**src/rtl/mbx_pkg.sv**
```systemverilog
package mbx_pkg;
    localparam int LANES  = 4;
    localparam int LANE_W = 8;
    localparam int WORD_W = LANES * LANE_W;
    localparam int SEL_W  = 2;

    typedef logic [LANES-1:0]  be_t;
    typedef logic [WORD_W-1:0] word_t;

    // one trigger selection: register, lane, enable
    typedef struct packed {
        logic             en;
        logic [SEL_W-1:0] lane;
        logic [SEL_W-1:0] mbx;
    } trig_t;

    function automatic word_t lane_mask(input be_t be);
        word_t m;
        for (int l = 0; l < LANES; l++)
            m[l*LANE_W +: LANE_W] = {LANE_W{be[l]}};
        return m;
    endfunction
endpackage

```
**src/rtl/mbx_lane_bank.sv**
```systemverilog
module mbx_lane_bank
    import mbx_pkg::*;
#(
    parameter int DEPTH = 4,
    parameter int IDX_W = $clog2(DEPTH)
) (
    input  logic                   clk,
    input  logic                   we,
    input  logic [IDX_W-1:0]       widx,
    input  be_t                    wbe,
    input  word_t                  wdata,
    output word_t [DEPTH-1:0]      q,
    output word_t [DEPTH-1:0]      nx
);
    // next contents, visible to same-cycle readers (write first)
    always_comb begin
        nx = q;
        if (we) begin
            for (int l = 0; l < LANES; l++) begin
                if (wbe[l])
                    nx[widx][l*LANE_W +: LANE_W] = wdata[l*LANE_W +: LANE_W];
            end
        end
    end

    // message storage carries no reset value
    for (genvar g = 0; g < DEPTH; g++) begin : g_word
        always_ff @(posedge clk) begin
            q[g] <= nx[g];
        end
    end
endmodule

```
**src/rtl/mbx_full_track.sv**
```systemverilog
module mbx_full_track #(
    parameter int DEPTH = 4,
    parameter int IDX_W = $clog2(DEPTH)
) (
    input  logic             clk,
    input  logic             rst_n,
    input  logic             set_v,
    input  logic [IDX_W-1:0] set_idx,
    input  logic             clr_v,
    input  logic [IDX_W-1:0] clr_idx,
    output logic [DEPTH-1:0] full
);
    for (genvar g = 0; g < DEPTH; g++) begin : g_flag
        logic set_g, clr_g;
        assign set_g = set_v && (set_idx == IDX_W'(g));
        assign clr_g = clr_v && (clr_idx == IDX_W'(g));
        always_ff @(posedge clk or negedge rst_n) begin
            if (!rst_n)     full[g] <= 1'b0;
            else if (set_g) full[g] <= 1'b1;
            else if (clr_g) full[g] <= 1'b0;
        end
    end

    AST_FULL_CLEARED: assert property (@(posedge clk) disable iff (!rst_n)
        (clr_v && !set_v) |=> !full[$past(clr_idx)]) else $error("full not cleared");
endmodule

```
**src/rtl/mbx_irq_ctl.sv**
```systemverilog
module mbx_irq_ctl
    import mbx_pkg::*;
#(
    parameter int IDX_W = 2
) (
    input  logic             clk,
    input  logic             rst_n,
    input  logic             cfg_we,
    input  be_t              cfg_be,
    input  word_t            cfg_wdata,
    output word_t            cfg_rdata,
    input  logic             h_wr_out,
    input  logic             h_rd_in,
    input  logic [IDX_W-1:0] h_idx,
    input  be_t              h_be,
    output logic             irq
);
    trig_t trig_o, trig_i;
    logic  st_o, st_i;
    logic  hit_o, hit_i, clr_o, clr_i;

    assign hit_o = trig_o.en && h_wr_out && (SEL_W'(h_idx) == trig_o.mbx) && h_be[trig_o.lane];
    assign hit_i = trig_i.en && h_rd_in  && (SEL_W'(h_idx) == trig_i.mbx) && h_be[trig_i.lane];
    assign clr_o = cfg_we && cfg_be[2] && cfg_wdata[16];
    assign clr_i = cfg_we && cfg_be[2] && cfg_wdata[17];

    always_ff @(posedge clk or negedge rst_n) begin
        if (!rst_n) begin
            trig_o <= '0;
            trig_i <= '0;
        end else if (cfg_we) begin
            if (cfg_be[0]) trig_o <= cfg_wdata[4:0];
            if (cfg_be[1]) trig_i <= cfg_wdata[12:8];
        end
    end

    // sticky status, set beats clear
    always_ff @(posedge clk or negedge rst_n) begin
        if (!rst_n) begin
            st_o <= 1'b0;
            st_i <= 1'b0;
        end else begin
            if (hit_o)      st_o <= 1'b1;
            else if (clr_o) st_o <= 1'b0;
            if (hit_i)      st_i <= 1'b1;
            else if (clr_i) st_i <= 1'b0;
        end
    end

    assign irq       = (st_o && trig_o.en) || (st_i && trig_i.en);
    assign cfg_rdata = {14'b0, st_i, st_o, 3'b0, trig_i, 3'b0, trig_o};

    AST_STATUS_STICKY: assert property (@(posedge clk) disable iff (!rst_n)
        (st_o && !clr_o) |=> st_o) else $error("status dropped");
    AST_DISABLED_NO_SET: assert property (@(posedge clk) disable iff (!rst_n)
        (!trig_o.en && !st_o) |=> !st_o) else $error("status set while disabled");
    AST_IRQ_CAUSE: assert property (@(posedge clk) disable iff (!rst_n)
        $rose(irq) |-> $past(hit_o || hit_i || cfg_we)) else $error("irq without cause");
    AST_WRITE_NO_IN_EVENT: assert property (@(posedge clk) disable iff (!rst_n)
        (!h_rd_in && !st_i) |=> !st_i) else $error("incoming status without read");
endmodule

```
**src/rtl/mbx_bank.sv**
```systemverilog
module mbx_bank
    import mbx_pkg::*;
#(
    parameter int NUM_MBX = 4,
    localparam int IDX_W  = $clog2(NUM_MBX)
) (
    input  logic               clk,
    input  logic               rst_n,
    input  logic [IDX_W:0]     h_addr,
    input  logic [LANES-1:0]   h_be,
    input  logic               h_wr,
    input  logic               h_rd,
    input  logic [WORD_W-1:0]  h_wdata,
    output logic [WORD_W-1:0]  h_rdata,
    input  logic [IDX_W:0]     a_addr,
    input  logic [LANES-1:0]   a_be,
    input  logic               a_wr,
    input  logic               a_rd,
    input  logic [WORD_W-1:0]  a_wdata,
    output logic [WORD_W-1:0]  a_rdata,
    input  logic               pin_sel,
    input  logic [LANE_W-1:0]  pin_byte,
    output logic [NUM_MBX-1:0] out_full,
    output logic [NUM_MBX-1:0] in_full,
    output logic               irq
);
    localparam int TOP_LANE = LANES - 1;
    localparam logic [IDX_W-1:0] PIN_IDX = IDX_W'(NUM_MBX - 1);

    logic [IDX_W-1:0] h_idx, a_idx;
    logic h_in, a_ctl;
    logic h_wr_out, h_wr_in, h_rd_in, h_rd_out;
    logic a_wr_in, a_rd_out, a_wr_ctl;
    word_t [NUM_MBX-1:0] ob_q, ob_nx, ib_q, ib_nx;
    word_t h_word, a_word, cfg_rdata, h_mask;
    word_t h_rdata_q, a_rdata_q;

    assign h_idx    = h_addr[IDX_W-1:0];
    assign h_in     = h_addr[IDX_W];
    assign a_idx    = a_addr[IDX_W-1:0];
    assign a_ctl    = a_addr[IDX_W];
    assign h_wr_out = h_wr && !h_in;
    assign h_wr_in  = h_wr && h_in;
    assign h_rd_out = h_rd && !h_in;
    assign h_rd_in  = h_rd && h_in;
    assign a_wr_in  = a_wr && !a_ctl;
    assign a_rd_out = a_rd && !a_ctl;
    assign a_wr_ctl = a_wr && a_ctl;
    assign h_mask   = lane_mask(h_be);

    mbx_lane_bank #(.DEPTH(NUM_MBX), .IDX_W(IDX_W)) u_out_bank (
        .clk(clk), .we(h_wr_out), .widx(h_idx), .wbe(h_be), .wdata(h_wdata),
        .q(ob_q), .nx(ob_nx)
    );

    mbx_lane_bank #(.DEPTH(NUM_MBX), .IDX_W(IDX_W)) u_in_bank (
        .clk(clk), .we(a_wr_in), .widx(a_idx), .wbe(a_be), .wdata(a_wdata),
        .q(ib_q), .nx(ib_nx)
    );

    mbx_full_track #(.DEPTH(NUM_MBX), .IDX_W(IDX_W)) u_out_full (
        .clk(clk), .rst_n(rst_n),
        .set_v(h_wr_out && h_be[TOP_LANE]), .set_idx(h_idx),
        .clr_v(a_rd_out && a_be[TOP_LANE]), .clr_idx(a_idx),
        .full(out_full)
    );

    mbx_full_track #(.DEPTH(NUM_MBX), .IDX_W(IDX_W)) u_in_full (
        .clk(clk), .rst_n(rst_n),
        .set_v(a_wr_in && a_be[TOP_LANE]), .set_idx(a_idx),
        .clr_v(h_rd_in && h_be[TOP_LANE]), .clr_idx(h_idx),
        .full(in_full)
    );

    mbx_irq_ctl #(.IDX_W(IDX_W)) u_irq (
        .clk(clk), .rst_n(rst_n),
        .cfg_we(a_wr_ctl), .cfg_be(a_be), .cfg_wdata(a_wdata), .cfg_rdata(cfg_rdata),
        .h_wr_out(h_wr_out), .h_rd_in(h_rd_in), .h_idx(h_idx), .h_be(h_be),
        .irq(irq)
    );

    // host read source: next-state contents, pin byte override on the last incoming word
    always_comb begin
        if (h_in) begin
            h_word = ib_nx[h_idx];
            if (pin_sel && (h_idx == PIN_IDX))
                h_word[TOP_LANE*LANE_W +: LANE_W] = pin_byte;
        end else begin
            h_word = ob_nx[h_idx];
        end
    end

    assign a_word = a_ctl ? cfg_rdata : ob_nx[a_idx];

    always_ff @(posedge clk or negedge rst_n) begin
        if (!rst_n) begin
            h_rdata_q <= '0;
            a_rdata_q <= '0;
        end else begin
            h_rdata_q <= (h_rd_out || h_rd_in) ? (h_word & h_mask) : '0;
            a_rdata_q <= a_rd ? (a_word & lane_mask(a_be)) : '0;
        end
    end

    assign h_rdata = h_rdata_q;
    assign a_rdata = a_rdata_q;

    AST_IN_READ_ONLY: assert property (@(posedge clk) disable iff (!rst_n)
        (h_wr_in && !a_wr_in) |-> (ib_nx == ib_q)) else $error("host changed incoming");
    AST_FULL_SET: assert property (@(posedge clk) disable iff (!rst_n)
        (h_wr_out && h_be[TOP_LANE]) |=> out_full[$past(h_idx)]) else $error("full not set");
    AST_LANE_MASK: assert property (@(posedge clk) disable iff (!rst_n)
        h_rd |=> ((h_rdata & ~$past(h_mask)) == '0)) else $error("disabled lane returned data");
endmodule

```
**config.mk**
```make
export PLATFORM = sky130hd
export DESIGN_NAME = mbx_bank
export DESIGN_NICKNAME = d
export VERILOG_FILES = /design/src/rtl/mbx_pkg.sv /design/src/rtl/mbx_lane_bank.sv /design/src/rtl/mbx_full_track.sv /design/src/rtl/mbx_irq_ctl.sv /design/src/rtl/mbx_bank.sv
export SDC_FILE = /design/constraint.sdc
export NUM_CORES = 1
export LEC_CHECK = 0
export BUFFER_PORTS_ARGS = -buffer_cell sky130_fd_sc_hd__buf_2
export CAP_MARGIN = 15
export CORE_MARGIN = 2
export CORE_UTILIZATION = 50
export DETAILED_ROUTE_END_ITERATION = 8
export PLACE_DENSITY = 0.72
export SETUP_SLACK_MARGIN = 0.1
export SYNTH_ARGS = -nofsm -noshare
export SYNTH_HDL_FRONTEND = slang
export SYNTH_SLANG_ARGS = --single-unit
```
**constraint.sdc**
```tcl
create_clock -name clk -period 1.96 [get_ports clk]
set_input_delay 0.098 -clock clk [delete_from_list [all_inputs] [get_ports clk]]
set_output_delay 0.098 -clock clk [all_outputs]
set_load 0.02 [all_outputs]
```
==> flow_summary_export.csv, run 1 <==
group,metric,value,unit
status,status,"finished, final reports clean",
logic_synthesis,yosys_warnings,0,
floorplanning,dieArea,31890,um^2
logic_synthesis,yosysTopAreaCellShare,0.3363,
placed_design,post-dp-hpwl,32470,um
logic_synthesis,ys.flop_type,"dfxtp_1",
pwr,peakVddDrop,0.6365,mV
pwr,power_density,1038,nW/um^2
worst_setup_path,crit_cells,4,
timing,clock.fmax,536.1,MHz
clock_network,clockBufferDepth,3,
worst_setup_path,cp_max_fo,2,
clock_network,post_cts_buffers,0,
logic_synthesis,synth-edff-count,0,
final_layout,fin_cells,2054,
worst_setup_path,r2r_slack,0.09,ns
placed_design,dp_slack,-0.05217,ns
worst_setup_path,startpoint_type,"flip-flop",
logic_synthesis,synth.top_cells.by_count,"dfxtp_1 (256), mux2_2 (256), nand2_1 (97)",
final_layout,nets,1727,
worst_hold_path,min_path_type,"primary input to flip-flop",
timing,hold_violations,0,
timing,finalSetupViolCount,0,
worst_setup_path,crit_type,"flip-flop to flip-flop",
timing,layout_setup_ws,0.09462,ns
floorplanning,io_pins,166,
clock_network,cts.sinks,340,
global_route,antenna_found_initial,4,
route,vias_per_cell,5.926,
run,drv_cap,0,
worst_setup_path,r2r_cells,4,
global_route,grt_max_degree,39,
clock_network,cts_made_buffers,36,
logic_synthesis,synth_top_cell_by_area,"dfxtp_1",
timing,setup_tns,0,ns
logic_synthesis,avgSynthCellArea,11.63,um^2
route,totalWireLength,45110,um
worst_setup_path,arrival,2.25,ns
clock_network,cts_tree,"built",
timing,finalCritPeriodShare,0.9517,
timing,maxSlewHeadroom,0.5624,
logic_synthesis,ys_ff_latch,340,
clock_network,worstSkewPairLatency,0.52,ns
worst_setup_path,slowest_stage,"mux4_2",
timing,tightestPinTransition,0.6565,ns
logic_synthesis,synth_cell_types,66,
worst_setup_path,r2r_start,"u_out_bank.q[117]",
timing,slew_viol_final,0,
logic_synthesis,synth_cells,1310,
logic_synthesis,yosysSeqAreaShare,0.4743,
final_layout,drive_above_1_share,0.4120,
pwr,power_leakage,8.351,nW
route,ant_nets,0,
global_route,grt_pass1_vias,12280,
timing,layout_min_cycle_time,1.865,ns
pwr,total_power,19.88,mW
clock_network,root_buffer,"clkbuf_16",
timing,skew,0.01799,ns
route,drt-initial-drc-count,924,
floorplanning,start_util,0.5114,
worst_setup_path,crit_end,"h_rdata[21]",
worst_setup_path,cp-end-kind,"flip-flop",
route,vias,12170,
logic_synthesis,netlist_top_cells_area,"dfxtp_1 (34%), mux2_2 (19%), dfrtp_1 (14%)",
floorplanning,rows,63,
placed_design,gp_congestion,0.9138,
floorplanning,placeableCoreArea,29800,um^2
logic_synthesis,netlist_area,15240,um^2
worst_setup_path,path_cells,"mux4_2 -> a22oi_1 -> o21ai_0 -> or3_1",
logic_synthesis,synth-async-reset-ratio,0.2471,
clock_network,clkTransAtPathRegs,0.06,ns
final_layout,area_delta_synth_final,25.74,%
timing,rsz0062_at_grt,"false",
worst_setup_path,crit_family,"compound AO/OA/AOI/OAI gates",
route,drc,0,
final_layout,nFillCells,2236,
placed_design,placement.io_buffers,165,
final_layout,final_util,0.6431,
route,wire_per_inst,21.96,um
floorplanning,dieWidth,178.6,um
worst_setup_path,worst-path-buf-inv,0,
floorplanning,die_y,178.6,um
clock_network,htreeDepth,2,
route,first_pass_iters,8,
worst_setup_path,required,2.35,ns
placed_design,post-place-cells,1921,
global_route,grt_pass1_wl,68770,um
global_route,grt.overflow.total,0,
worst_setup_path,r2r_end,"h_rdata[21]",
global_route,grt.total_usage,0.2815,
worst_setup_path,crit_start,"u_out_bank.q[117]",
worst_setup_path,slowest_delay,0.49,ns
logic_synthesis,syn_nets,1403,
[flip-flops by register name, summed over array words and instances (netlist names)]
register and count:
u_out_bank.q 128, u_in_bank.q 128, u_in_full.full 4, u_irq.cfg_rdata 10
u_irq.st_o 1, u_out_full.full 4, a_rdata 32, h_rdata 32
u_irq.st_i 1
[cells by family after synthesis]
group                  synth area share
multiplexers                     0.2895
AND/OR/NAND/NOR                 0.09582
buffers and inverters           0.02898
XOR/XNOR                       0.002874
AO/OA/AOI/OAI                    0.1085
flip-flops                       0.4743
[worst min-delay path by stage]
stage / startpoint / end / depth (start not counted)
6_report: pin_byte[1] / h_rdata[25] / 3
5_1_grt: pin_byte[1] / h_rdata[25] / 3
3_3_place_gp: rst_n / a_rdata[19] / 1
4_1_cts: pin_byte[1] / h_rdata[25] / 3
3_5_place_dp: rst_n / a_rdata[20] / 1
2_1_floorplan: rst_n / a_rdata[0] / 0
[tightest hold or removal path, delay by kind of cell]
family,cells,cell delay (ns)
AND/OR/NAND/NOR,1,0.17
buffers and inverters,1,0.10
AO/OA/AOI/OAI,1,0.07
[layer usage]
metal	share of wire	track usage
met5	0.00029	0
met1	0.43	0.3882
met2	0.45	0.4334
met4	0.032	0.1043
met3	0.084	0.06351
[final cells by class]
| type | instances | area (um^2) | area share |
|---|---|---|---|
| Inverter | 18 | 67.56 | 0.003526 |
| Clock buffer | 56 | 1097 | 0.05727 |
| Clock inverter | 8 | 67.56 | 0.003526 |
| Timing Repair Buffer | 365 | 2608 | 0.1361 |
| Antenna cell | 4 | 10.01 | 0.0005224 |
| Sequential cell | 340 | 7227 | 0.3772 |
| Tap cell | 390 | 488.0 | 0.02547 |
| Multi-Input combinational cell | 873 | 7596 | 0.3964 |
[stage by stage]
| stage | hold slack, ns | cell area (um^2) |
|---|---|---|
| 3_5_place_dp | 0.1614 | 17340 |
| 4_1_cts | 0.002815 | 19150 |
| 5_1_grt | 0.03436 | 19160 |
| 2_1_floorplan | -0.1976 | 15270 |
| 3_3_place_gp | 0.1648 | 17340 |
| 6_report | 0.001579 | 19160 |
[repair_timing]
action | in CTS | in global routing
setup endpoints to repair | 0 | 1
hold buffers | 65 | 0
resized for setup | 0 | 1
hold endpoints to repair | 303 | 0
[power breakdown]
group / switching [mW] / internal, mW
clock network: 2.77 / 3.98
logic: 1.93 / 2.17
registers: 0.642 / 8.39
[placed cells by master, fill, tap and decap left out, types with 16 or more instances in the layout]
cell | Yosys | routed
inv_1 | 17 | 17
nand3_1 | 46 | 46
buf_4 | 10 | 128
dfxtp_1 | 256 | 256
mux2i_1 | 56 | 56
dlygate4sd3_1 | 0 | 65
clkbuf_16 | 0 | 37
nor2_1 | 23 | 23
mux2_2 | 256 | 253
dfrtp_1 | 84 | 84
o211ai_1 | 24 | 24
a211oi_1 | 41 | 41
a21oi_1 | 21 | 21
nand2_1 | 97 | 97
buf_2 | 32 | 163
nor2b_1 | 16 | 16
o21ai_0 | 48 | 47
mux4_2 | 42 | 42
(Power assumes the default switching activity.)
==> run 2, diff against run 1 <==
--- a/config.mk
+++ b/config.mk
@@ -10,6 +10,7 @@
 export CORE_MARGIN = 2
 export CORE_UTILIZATION = 50
 export DETAILED_ROUTE_END_ITERATION = 8
+export HOLD_SLACK_MARGIN = 0.1
 export PLACE_DENSITY = 0.72
 export SETUP_SLACK_MARGIN = 0.1
 export SYNTH_ARGS = -nofsm -noshare
==> run 2 against run 1 <==
Net effect:
- global-route usage increased by 0.073 points
- critical endpoint unchanged
- first-iteration DRC count increased by 16%
- combinational power about the same
- non-clock buffer count increased by 10
- clock power about the same
- clock skew decreased by 0.0016 ns
- final cell count increased by 0.49%
- critical path type unchanged
- fmax decreased by 0.29%
==> flow_summary_export.csv, run 2 (synthesis results as in run 1) <==
group,metric,value,unit
status,status,"finished, final reports clean",
worst_setup_path,slowest_delay,0.49,ns
pwr,p_sw,5.336,mW
clock_network,cts.sinks,340,
pwr,power_density,1033,nW/um^2
timing,skew,0.01641,ns
placed_design,dp_slack,-0.05217,ns
timing,layout_min_cycle_time,1.871,ns
timing,layout_setup_ws,0.08914,ns
clock_network,root_buffer,"clkbuf_16",
clock_network,cts_tree,"built",
route,first_pass_iters,6,
global_route,grt_max_degree,39,
final_layout,largestRegisters,"u_in_bank.q (128), u_out_bank.q (128)",
floorplanning,start_util,0.5114,
floorplanning,io_pins,166,
timing,maxSlewHeadroom,0.5645,
global_route,antenna_found_initial,4,
worst_setup_path,r2r_slack,0.09,ns
pwr,switching_share,0.2683,
pwr,power_leakage,8.393,nW
global_route,grt_pass1_vias,12370,
worst_setup_path,path_cells,"mux4_2 -> a22oi_1 -> o21ai_0 -> or3_1",
global_route,grt_pass1_wl,69070,um
final_layout,drive_above_1_share,0.4108,
route,wire_per_inst,21.93,um
final_layout,nets,1737,
worst_setup_path,cp-end-kind,"flip-flop",
route,drc,0,
pwr,seqPwrFrac,0.454,
global_route,grt.total_usage,0.2823,
route,drt-initial-drc-count,1074,
pwr,clockPowerShare,0.339,
placed_design,placement.io_buffers,165,
route,totalWireLength,45270,um
route,ant_nets,0,
timing,tightestPinTransition,0.6532,ns
floorplanning,dieWidth,178.6,um
floorplanning,die_y,178.6,um
run,drv_cap,0,
worst_hold_path,min_path_type,"primary input to flip-flop",
worst_setup_path,arrival,2.26,ns
timing,clock.fmax,534.5,MHz
pwr,total_power,19.89,mW
pwr,peakVddDrop,0.6335,mV
clock_network,worstSkewPairLatency,0.52,ns
floorplanning,rows,63,
placed_design,post-dp-hpwl,32470,um
worst_setup_path,startpoint_type,"flip-flop",
worst_setup_path,cp_max_fo,2,
timing,setup_tns,0,ns
final_layout,final_cell_mix,"dfxtp_1 (256), mux2_2 (253), buf_2 (163)",
floorplanning,dieArea,31890,um^2
worst_hold_path,hold_depth,5,
timing,rsz0062_at_grt,"true",
timing,finalCritPeriodShare,0.9545,
final_layout,layout_commonest_cell,"dfxtp_1",
pwr,combPwrFrac,0.207,
clock_network,htreeDepth,2,
timing,slew_viol_final,0,
clock_network,clockBufferDepth,3,
worst_setup_path,slowest_stage,"mux4_2",
worst_setup_path,r2r_cells,4,
pwr,p_int,14.56,mW
worst_setup_path,crit_type,"flip-flop to flip-flop",
clock_network,clkTransAtPathRegs,0.06,ns
floorplanning,placeableCoreArea,29800,um^2
route,vias_per_cell,5.963,
placed_design,gp_congestion,0.9138,
route,vias,12310,
timing,hold_violations,0,
timing,finalSetupViolCount,0,
worst_setup_path,required,2.35,ns
final_layout,area_delta_synth_final,26.40,%
clock_network,cts_made_buffers,36,
global_route,grt.overflow.total,0,
## run 2: cell types whose count changed in the layout (fill, tap and decap cells not counted), sizes merged
cell	delta
dlygate4sd3	+8
buf	+2
## run 2: stage by stage
step	utilization	instance area, um^2	cells	hold slack [ns]
finish	0.6464	19260	2064	0.1165
global placement	0.5818	17340	1921	0.1648
floorplan	-	15270	1310	-0.1976
global route	0.6463	19260	2062	0.1376
CTS	0.6458	19240	2059	0.1058
detailed placement	0.5818	17340	1921	0.1614
## run 2: timing repair
action / in CTS / in global routing
hold buffers: 74 / 0
gates resized for setup: 0 / 3
endpoints found under the hold margin: 356 / 0
setup endpoints to repair: 0 / 10
setup buffers: 0 / 2
## run 2: layout make-up
class | instances | area [um^2]
Timing Repair Buffer | 375 | 2706
Fill cell | 2225 | 10540
Antenna cell | 4 | 10.01
Clock inverter | 8 | 67.56
Tap cell | 390 | 488.0
Clock buffer | 56 | 1097
Multi-Input combinational cell | 873 | 7597
Sequential cell | 340 | 7227
Inverter | 18 | 67.56
## run 2: routing by layer
layer / track usage / vias up / wire length [um]
met5: 0 / - / 13
met4: 0.1023 / 2 / 1362
met3: 0.06756 / 107 / 3900
met2: 0.4358 / 523 / 20600
met1: 0.3865 / 6085 / 19400
li1: - / 5590 / -
## run 2: final timing paths
kind / from / to
worst max-delay path: u_out_bank.q[117] / h_rdata[21]
worst min-delay path: pin_byte[3] / h_rdata[27]
worst max register to register: u_out_bank.q[117] / h_rdata[21]
worst min register to register: u_in_bank.q[109] / u_in_bank.q[109]
max in group asynchronous: rst_n / h_rdata[4]
min in group asynchronous: rst_n / a_rdata[16]
## run 2: worst max-delay path, delay by kind of cell, from the launching register on
family	cells	cell delay [ns]
AOI/OAI and AO/OA	2	0.55
muxes	1	0.49
and+or+nand+nor	1	0.38
DFF	1	0.32
## run 2: power groups by stage
stage,logic [mW],registers [mW],clock network [mW]
6_report,4.12,9.04,6.73
4_1_cts,4.07,9.02,6.80
5_1_grt,4.41,9.17,7.09
3_5_place_dp,3.92,9.15,0
3_3_place_gp,3.80,9.07,0
2_1_floorplan,2.67,9.08,0
